[src/rtl/pvic_pkg.sv]
package pvic_pkg;
   // Global-enable update selected at each edge
   typedef enum logic [1:0] {
      GIE_HOLD  = 2'd0,
      GIE_CLEAR = 2'd1,
      GIE_SET   = 2'd2
   } gie_op_e;

   localparam int STAT_W         = 8;
   localparam int STAT_SENSE_BIT = 7;
   localparam int STAT_GIE_BIT   = 2;

   function automatic int regs_for(input int n_src, input int reg_w);
      return (n_src + reg_w - 1) / reg_w;
   endfunction

   function automatic int idx_w_for(input int n_src);
      return (n_src > 1) ? $clog2(n_src) : 1;
   endfunction
endpackage

[src/rtl/pvic_enable_bank.sv]
module pvic_enable_bank #(
   parameter int NUM_SRC  = 12,
   parameter int REG_W    = 8,
   parameter int NUM_REGS = 2
) (
   input  logic                clk,
   input  logic                rst_n,
   input  logic [NUM_REGS-1:0] wr,
   input  logic [REG_W-1:0]    wdata,
   output logic [NUM_SRC-1:0]  en
);
   generate
      for (genvar i = 0; i < NUM_SRC; i++) begin : g_bit
         localparam int RIDX = i / REG_W;
         localparam int BIDX = i % REG_W;
         logic bit_q;
         always_ff @(posedge clk) begin
            if (!rst_n)        bit_q <= 1'b0;
            else if (wr[RIDX]) bit_q <= wdata[BIDX];
         end
         assign en[i] = bit_q;
      end
   endgenerate
endmodule

[src/rtl/pvic_pending.sv]
module pvic_pending #(
   parameter int NUM_SRC = 12
) (
   input  logic               clk,
   input  logic               rst_n,
   input  logic [NUM_SRC-1:0] evt,
   input  logic [NUM_SRC-1:0] clr,
   output logic [NUM_SRC-1:0] pend
);
   generate
      for (genvar i = 0; i < NUM_SRC; i++) begin : g_latch
         logic q;
         // a new event outranks a clear in the same cycle
         always_ff @(posedge clk) begin
            if (!rst_n) q <= 1'b0;
            else        q <= evt[i] | (q & ~clr[i]);
         end
         assign pend[i] = q;
      end
   endgenerate
endmodule

[src/rtl/pvic_prio_enc.sv]
module pvic_prio_enc #(
   parameter int NUM_SRC  = 12,
   parameter int IDX_W    = 4,
   parameter bit LOW_WINS = 1'b1
) (
   input  logic [NUM_SRC-1:0] req,
   output logic               any,
   output logic [IDX_W-1:0]   idx
);
   assign any = |req;

   generate
      if (LOW_WINS) begin : g_low
         always_comb begin
            idx = '0;
            for (int i = NUM_SRC - 1; i >= 0; i--) begin
               if (req[i]) idx = IDX_W'(i);
            end
         end
      end else begin : g_high
         always_comb begin
            idx = '0;
            for (int i = 0; i < NUM_SRC; i++) begin
               if (req[i]) idx = IDX_W'(i);
            end
         end
      end
   endgenerate
endmodule

[src/rtl/pvic_vec_gen.sv]
module pvic_vec_gen #(
   parameter int IDX_W      = 4,
   parameter int ADDR_W     = 16,
   parameter int VEC_BASE   = 2,
   parameter int VEC_STRIDE = 2
) (
   input  logic [IDX_W-1:0]  idx,
   output logic [ADDR_W-1:0] addr
);
   localparam bit POW2 = (VEC_STRIDE > 0) && ((VEC_STRIDE & (VEC_STRIDE - 1)) == 0);
   localparam int SHIFT = (VEC_STRIDE > 1) ? $clog2(VEC_STRIDE) : 0;
   localparam logic [ADDR_W-1:0] BASE = ADDR_W'(VEC_BASE);

   generate
      if (POW2) begin : g_shift
         assign addr = BASE + (ADDR_W'(idx) << SHIFT);
      end else begin : g_mult
         assign addr = BASE + ADDR_W'(idx) * ADDR_W'(VEC_STRIDE);
      end
   endgenerate
endmodule

[src/rtl/prio_vec_intc.sv]
module prio_vec_intc
   import pvic_pkg::*;
#(
   parameter int NUM_SRC    = 12,
   parameter int REG_W      = 8,
   parameter int ADDR_W     = 16,
   parameter int VEC_BASE   = 2,
   parameter int VEC_STRIDE = 2,
   parameter bit LOW_WINS   = 1'b1,
   localparam int NUM_REGS  = regs_for(NUM_SRC, REG_W),
   localparam int IDX_W     = idx_w_for(NUM_SRC)
) (
   input  logic                clk,
   input  logic                rst_n,
   input  logic [NUM_SRC-1:0]  src_evt,
   input  logic [NUM_REGS-1:0] en_wr,
   input  logic [REG_W-1:0]    en_wdata,
   input  logic                di_stb,
   input  logic                ei_stb,
   input  logic                reti_stb,
   input  logic                insn_done,
   output logic                irq,
   output logic                vec_valid,
   output logic [ADDR_W-1:0]   vec_addr,
   output logic                sense,
   output logic [STAT_W-1:0]   status
);
   // elaboration-time parameter checks
   generate
      if (NUM_SRC < 1 || NUM_SRC > 64) begin : g_bad_src
         $error("prio_vec_intc: NUM_SRC out of range");
      end
      if (REG_W < 1 || REG_W > 32) begin : g_bad_regw
         $error("prio_vec_intc: REG_W out of range");
      end
      if (ADDR_W < 2 || ADDR_W > 30) begin : g_bad_addrw
         $error("prio_vec_intc: ADDR_W out of range");
      end
      if (VEC_STRIDE < 1) begin : g_bad_stride
         $error("prio_vec_intc: VEC_STRIDE must be positive");
      end
      if (ADDR_W <= 30 && VEC_BASE + (NUM_SRC - 1) * VEC_STRIDE >= (1 << ADDR_W)) begin : g_bad_fit
         $error("prio_vec_intc: vector table does not fit ADDR_W");
      end
   endgenerate

   logic [NUM_SRC-1:0] en;
   logic [NUM_SRC-1:0] pend;
   logic [NUM_SRC-1:0] req;
   logic [NUM_SRC-1:0] clr;
   logic               any_req;
   logic [IDX_W-1:0]   win_idx;
   logic [ADDR_W-1:0]  win_addr;
   logic               gie_q;
   logic               take;
   gie_op_e            gie_op;
   logic               vv_q;
   logic [ADDR_W-1:0]  va_q;

   pvic_enable_bank #(
      .NUM_SRC (NUM_SRC),
      .REG_W   (REG_W),
      .NUM_REGS(NUM_REGS)
   ) u_en (
      .clk  (clk),
      .rst_n(rst_n),
      .wr   (en_wr),
      .wdata(en_wdata),
      .en   (en)
   );

   pvic_pending #(
      .NUM_SRC(NUM_SRC)
   ) u_pend (
      .clk  (clk),
      .rst_n(rst_n),
      .evt  (src_evt),
      .clr  (clr),
      .pend (pend)
   );

   assign req = pend & en;

   pvic_prio_enc #(
      .NUM_SRC (NUM_SRC),
      .IDX_W   (IDX_W),
      .LOW_WINS(LOW_WINS)
   ) u_enc (
      .req(req),
      .any(any_req),
      .idx(win_idx)
   );

   pvic_vec_gen #(
      .IDX_W     (IDX_W),
      .ADDR_W    (ADDR_W),
      .VEC_BASE  (VEC_BASE),
      .VEC_STRIDE(VEC_STRIDE)
   ) u_vec (
      .idx (win_idx),
      .addr(win_addr)
   );

   assign sense = any_req;
   assign irq   = any_req & gie_q;
   assign take  = insn_done & irq;

   always_comb begin
      clr = '0;
      if (take) clr[win_idx] = 1'b1;
   end

   // take and DI outrank EI / RETI
   always_comb begin
      if (take || di_stb)         gie_op = GIE_CLEAR;
      else if (ei_stb || reti_stb) gie_op = GIE_SET;
      else                         gie_op = GIE_HOLD;
   end

   always_ff @(posedge clk) begin
      if (!rst_n) begin
         gie_q <= 1'b0;
      end else begin
         unique case (gie_op)
            GIE_CLEAR: gie_q <= 1'b0;
            GIE_SET:   gie_q <= 1'b1;
            default:   gie_q <= gie_q;
         endcase
      end
   end

   always_ff @(posedge clk) begin
      if (!rst_n) begin
         vv_q <= 1'b0;
         va_q <= '0;
      end else begin
         vv_q <= take;
         if (take) va_q <= win_addr;
      end
   end

   assign vec_valid = vv_q;
   assign vec_addr  = va_q;

   always_comb begin
      status                 = '0;
      status[STAT_SENSE_BIT] = sense;
      status[STAT_GIE_BIT]   = gie_q;
   end
endmodule

[config.mk]
export PLATFORM = sky130hd
export DESIGN_NAME = prio_vec_intc
export DESIGN_NICKNAME = d
export VERILOG_FILES = /design/src/rtl/pvic_pkg.sv /design/src/rtl/pvic_enable_bank.sv /design/src/rtl/pvic_pending.sv /design/src/rtl/pvic_prio_enc.sv /design/src/rtl/pvic_vec_gen.sv /design/src/rtl/prio_vec_intc.sv
export SDC_FILE = /design/constraint.sdc
export NUM_CORES = 1
export LEC_CHECK = 0
export ABC_AREA = 1
export CELL_PAD_IN_SITES_DETAIL_PLACEMENT = 1
export CELL_PAD_IN_SITES_GLOBAL_PLACEMENT = 1
export CORE_UTILIZATION = 32
export CTS_CLUSTER_SIZE = 28
export DETAILED_ROUTE_END_ITERATION = 12
export PLACE_DENSITY_LB_ADDON = 0.1
export SLEW_MARGIN = 40
export SYNTH_ARGS = -nofsm -noshare
export SYNTH_HDL_FRONTEND = slang
export SYNTH_HIERARCHICAL = 1
export SYNTH_SLANG_ARGS = --single-unit
[constraint.sdc]
create_clock -name clk -period 1.75 [get_ports clk]
set_input_delay 0.175 -clock clk [delete_from_list [all_inputs] [get_ports clk]]
set_output_delay 0.175 -clock clk [all_outputs]
set_load 0.05 [all_outputs]
==> results of run 1 <==
[cells in the mapped netlist]
cell	n
buf_6	3
a21oi_1	2
nand4_1	1
conb_1	2
buf_4	43
ha_1	1
nor3_2	3
buf_2	5
nand3_4	1
a31oi_1	1
inv_2	4
buf_8	1
dfxtp_1	42
nand2_1	100
nor2_8	1
xor2_1	1
inv_1	64
a21oi_2	11
or2_1	2
nand3_1	25
nor2_1	39
nor2_2	3
[stage by stage]
| stage | util, % | instance area (um^2) | total power, W | hold slack [ns] |
|---|---|---|---|---|
| finish | 43.8 | 3160 | 0.00260 | 0.418 |
| floorplan | - | 2480 | 0.00148 | 0.288 |
| CTS | 40.5 | 2920 | 0.00254 | 0.415 |
| global route | 43.8 | 3160 | 0.00274 | 0.444 |
| detailed placement | 38.1 | 2750 | 0.00157 | 0.461 |
| global placement | 38.1 | 2750 | 0.00157 | 0.449 |
[sequential cells by signal, summed over array words and instances, names as in the netlist]
| signal | cells |
|---|---|
| u_en/g_bit.bit_q | 12 |
| u_pend/g_latch.q | 12 |
| vec_valid | 1 |
| vec_addr | 16 |
| gie_q | 1 |
[final cells by class]
type,instances,area (um^2)
clock buffers,5,68.8
inverters,68,255
clock inverters,3,68.8
well taps,99,124
multi-input cells,211,1130
repair buffers,70,659
flip-flops and latches,42,850
fillers,940,4060
[metal layers]
layer | track usage, % | vias up | part of all wire, %
met1 | 18.0 | 908 | 45
met5 | 0 | - | 0
met3 | 3.17 | 6 | 3.3
met2 | 24.5 | 37 | 51
met4 | 4.40 | 0 | 1.1
li1 | - | 1065 | -
[how the worst max path moves through the flow]
stage	end	slack, ns	cells after the start
5_1_grt	u_pend/g_latch[5].q	-0.27	18
6_report	irq	-0.13	8
2_1_floorplan	u_pend/g_latch[2].q	-0.01	13
4_1_cts	irq	-0.14	8
3_5_place_dp	u_pend/g_latch[1].q	-0.13	12
3_3_place_gp	u_pend/g_latch[8].q	-0.13	11
[repair_timing]
action | CTS | global route
cloned | 0 | 3
resized for setup | 11 | 37
setup buffers | 1 | 11
pin swaps | 4 | 22
setup endpoints to repair | 18 | 33
[power by group]
part / switching [W] / leakage [nW] / internal, W / total, W
registers: 0.0000343 / 0.348 / 0.00101 / 0.00104
clock network: 0.000366 / 0.0683 / 0.000572 / 0.000938
logic: 0.000378 / 1.14 / 0.000243 / 0.000620
total: 0.000778 / 1.56 / 0.00182 / 0.00260
[worst max-delay path: stages, from the launching register on]
cell	delay, ns
dfxtp_2	0.33
nand2_1	0.06
inv_1	0.05
or2_4	0.26
nor3_4	0.26
nand3_4	0.16
nand2_4	0.11
inv_2	0.04
buf_6	0.14
[logic make-up (layout without fill, tap and decap cells)]
logic type                 after synthesis  count (layout)
AOI/OAI and AO/OA                       14              14
xor gates and xnor gates                 1               1
adders and majority gates                1               1
buffers and inverters                  120             146
DFF                                     42              42
other                                    2              17
and+or+nand+nor                        175             178
==> flow_summary.toml, run 1 <==
[global_route]
grt_pass1_wl_um = 8610
globalRoute.totalOverflow = 0
grt_pass1_vias = 1833
grt_max_degree = 19
antenna_found_initial = 0
groute.usage.overall_pct = 14.4

[clock_network]
cts_buffers = 5
cts_tree = "built"
clkTransAtPathRegs_ns = 0.09
htreeDepth = 2
clock_latency_ns = 0.30
cts_num_sinks = 42
cts_buffer_depth = 2
cts_hold_buffers = 0
cts_root_buf = "clkbuf_8"

[detailed_routing]
viasPerCell = 4.05
drtPass1Iterations = 8
wl_um = 5690
ant_nets = 0
drt_iter0_markers = 36
wl_per_cell_um = 11.4
drc_errors = 2
vias = 2016

[worst_setup_path]
cp_max_fo = 4
critPathKind = "reg2out"
startpoint = "u_pend/g_latch[10].q"
rr_endpoint = "u_pend/g_latch[8].q"
cp-end-kind = "output pin"
arrival_ns = 1.70
required_ns = 1.57
setup.worst_path.start_class = "flip-flop"
rrSetupSlack_ns = -0.08
worst_r2r_path_depth = 11
r2r_start = "u_en/g_bit[1].bit_q"

[yosys]
synthTopCellsByArea = "dfxtp_1, nand2_1, buf_4"
synthAdderAreaFrac_pct = 0.524
yosysSeqAreaShare_pct = 35.2
synth-seq-cells = 42
yosys.area_share.simple_pct = 31.5
netlist_instances = 355
synth_compound_area_share_pct = 4.72
synth_area_mm2 = 0.00239
synth_area_per_cell_um2 = 6.72
synth_top_area_cell = "dfxtp_1"
muxShareOfSynthArea_pct = 0
synth_xor_xnor_area_share_pct = 0.367
synth_top_family_by_area = "simple AND/OR/NAND/NOR gates"
ys_types = 22
yosysWarnings = 6
synth.top_cell.area_share_pct = 35.2

[timing]
maxSlewViolCount = 0
rsz0062_at_grt = "yes"
max_freq_mhz = 533
hold_viol = 0
min_period_ns = 1.88
finalSetupTns_ns = -0.664
finClkSkew_ns = 0.00862
fin_ws_ns = -0.128
setup-violations-final = 17
post-route-period-util_pct = 107

[die]
die_height_um = 88.4
core_area_mm2 = 0.00721
start_util_pct = 33.1
dieArea_mm2 = 0.00781
io_pins = 55
rows = 31
fp.dieW_um = 88.4

[layout]
areaGrowthSynthToFinish_pct = 32.3
n_antenna_cell = 0
finalNonFillerCells = 498
drive_above_1_share_pct = 24.6
fin_nets = 427
final_cell_mix = "nand2_1, inv_1, clkdlybuf4s50_1"
final_common_cell = "nand2_1"

[job]
cap_violations = 0

[power_and_ir_drop]
p_per_area_mw_per_mm2 = 824
p_leak_nw = 1.56
irDropWorstVdd_mv = 0.268

[place]
routabilityCongestion = 0.797
hpwl_um = 3970
port_buffers = 48
place_ws_ns = -0.133
place_inst = 475

[hold_path]
hold_path_startpoint = "src_evt[7]"
hp-class = "in2reg"
hold_depth = 3
holdPathEnd = "u_pend/g_latch[7].q"

[run_status]
violations = "design-rule violations, negative setup slack"
status = "finished, violations left"
Note: power is estimated with default switching activity, not from simulation.
==> inputs of run 2 (changes only) <==
--- a/config.mk
+++ b/config.mk
@@ -8,6 +8,7 @@
 export ABC_AREA = 1
 export CELL_PAD_IN_SITES_DETAIL_PLACEMENT = 1
 export CELL_PAD_IN_SITES_GLOBAL_PLACEMENT = 1
+export CORE_MARGIN = 8
 export CORE_UTILIZATION = 32
 export CTS_CLUSTER_SIZE = 28
 export DETAILED_ROUTE_END_ITERATION = 12
==> run 2 against run 1 <==
The run ends with negative setup slack left. Combinational power fell by 6.6%. Critical endpoint unchanged. Worst hold slack got worse by 0.0057 ns. Highest routed layer unchanged. Clock skew rose by 0.0015 ns.
==> flow_summary.toml, run 2 (same netlist as run 1, synthesis figures left out) <==
[power_and_ir_drop]
p_leak_nw = 1.52
irDropWorstVdd_mv = 0.393
finalPower_w = 0.00242
p_per_area_mw_per_mm2 = 793

[worst_setup_path]
required_ns = 1.57
critPathKind = "reg2out"
cp-end-kind = "output pin"
setup.worst_path.start_class = "flip-flop"
cp_max_fo = 4
cpPeakStageDelay_ns = 0.34
arrival_ns = 1.67
rrSetupSlack_ns = -0.09
crit_top_cell = "inv_2"
crit_slowest_cell = "dfxtp_2"
crit_chain = "nand2_2, inv_2, or2_4, nor3_4, nand3_4, nand2_4, inv_2, buf_6"

[timing]
whs_ns = 0.412
rsz0062_at_grt = "yes"
max_freq_mhz = 541
maxSlewViolCount = 0
worst_slew_pin_slew_ns = 0.516
hold_viol = 0
finClkSkew_ns = 0.0101
min_period_ns = 1.85
post-route-period-util_pct = 106
fin_ws_ns = -0.0990
maxSlewHeadroom_pct = 65.5
setup-violations-final = 17

[detailed_routing]
vias = 1981
drc_errors = 0
routed-wl-met3_um = 301
drtPass1Iterations = 4
highest_layer = "met4"
ant_nets = 0
wl_um = 5710
wl_per_cell_um = 11.6
viasPerCell = 4.03
drt_iter0_markers = 27
wl_met1_um = 2430
wl_met2_um = 2880

[place]
place_ws_ns = -0.176
port_buffers = 48
place_area_mm2 = 0.00275
hpwl_um = 4370
routabilityCongestion = 0.831

[global_route]
grt_pass1_wl_um = 9080
globalRoute.totalOverflow = 0
grt_max_degree = 19
groute.usage.overall_pct = 11.2
grt_pass1_vias = 1972
antenna_found_initial = 0

[die]
dieArea_mm2 = 0.0105
die_height_um = 102
io_pins = 55
core_area_mm2 = 0.00725
rows = 31
fp.dieW_um = 102
start_util_pct = 32.9

[layout]
final_cell_area_mm2 = 0.00306
fin_nets = 421
final_common_cell = "nand2_1"
drive_above_1_share_pct = 24.0
n_antenna_cell = 0
areaGrowthSynthToFinish_pct = 28.1
final_cell_mix = "nand2_1, inv_1, clkdlybuf4s50_1"
largest_reg_flops = 16

[run_status]
status = "finished, violations left"
violations = "negative setup slack"

[hold_path]
hp-class = "in2reg"

[clock_network]
cts_tree = "built"
clock_latency_ns = 0.30
clkTransAtPathRegs_ns = 0.08
htreeDepth = 2
cts_buffer_depth = 2
cts_root_buf = "clkbuf_8"
cts_buffers = 5
cts_hold_buffers = 0
cts_num_sinks = 42

[job]
cap_violations = 0
==> run 2: power breakdown <==
group	switching, W	internal [W]
clock network	0.000346	0.000457
logic	0.000360	0.000219
registers	0.0000332	0.00101
==> run 2: worst max-delay path: cells and delay by family, from the launching register on <==
kind	cells	cell delay, ns
flip-flops	1	0.34
buffers and inverters	3	0.22
AND/OR/NAND/NOR	5	0.82
==> run 2: cell type report <==
type	count	area, um^2
fill	950	4200
multi-input combinational	209	1100
sequential	42	850
timing repair buffer	66	609
inverter	68	255
tap	99	124
clock buffer	6	82.6
clock inverter	1	30.0
==> run 2: metrics by stage <==
step | utilization, % | setup TNS, ns | instances
final | 42.1 | -1.04 | 491
after global routing | 42.1 | -3.74 | 491
after CTS | 40.3 | -0.785 | 484
after detailed placement | 37.8 | -1.70 | 475
after global placement | 37.8 | -1.28 | 475
after floorplan | - | -0.190 | 370
==> run 2: repair_timing <==
item                                    in CTS  in global routing
endpoints found under the setup margin      18                 33
buffers inserted                             2                  6
pin swaps                                    4                 14
gates resized for setup                     14                 32
cloned                                       0                  1
==> run 2: metal layers <==
layer  up-vias  global-route usage (%)
li1       1049                       -
met1       886                    12.7
met2        38                    19.4
met3         8                    2.93
met4         0                    4.74
met5         -                       0
==> run 2: final timing paths <==
| check | startpoint | endpoint | cells after the start |
|---|---|---|---|
| max reg2reg | u_en/g_bit[0].bit_q | u_pend/g_latch[1].q | 12 |
| min reg2reg | u_pend/g_latch[9].q | u_pend/g_latch[9].q | 2 |
| min | src_evt[0] | u_pend/g_latch[0].q | 3 |
| max | u_en/g_bit[0].bit_q | irq | 8 |
==> inputs of run 3 (changes only) <==
--- a/config.mk
+++ b/config.mk
@@ -12,6 +12,7 @@
 export CORE_UTILIZATION = 32
 export CTS_CLUSTER_SIZE = 28
 export DETAILED_ROUTE_END_ITERATION = 12
+export GPL_ROUTABILITY_DRIVEN = 0
 export PLACE_DENSITY_LB_ADDON = 0.1
 export SLEW_MARGIN = 40
 export SYNTH_ARGS = -nofsm -noshare
==> results of run 3 <==
The final DEF is identical to that of run 2; final timing and power are the same.
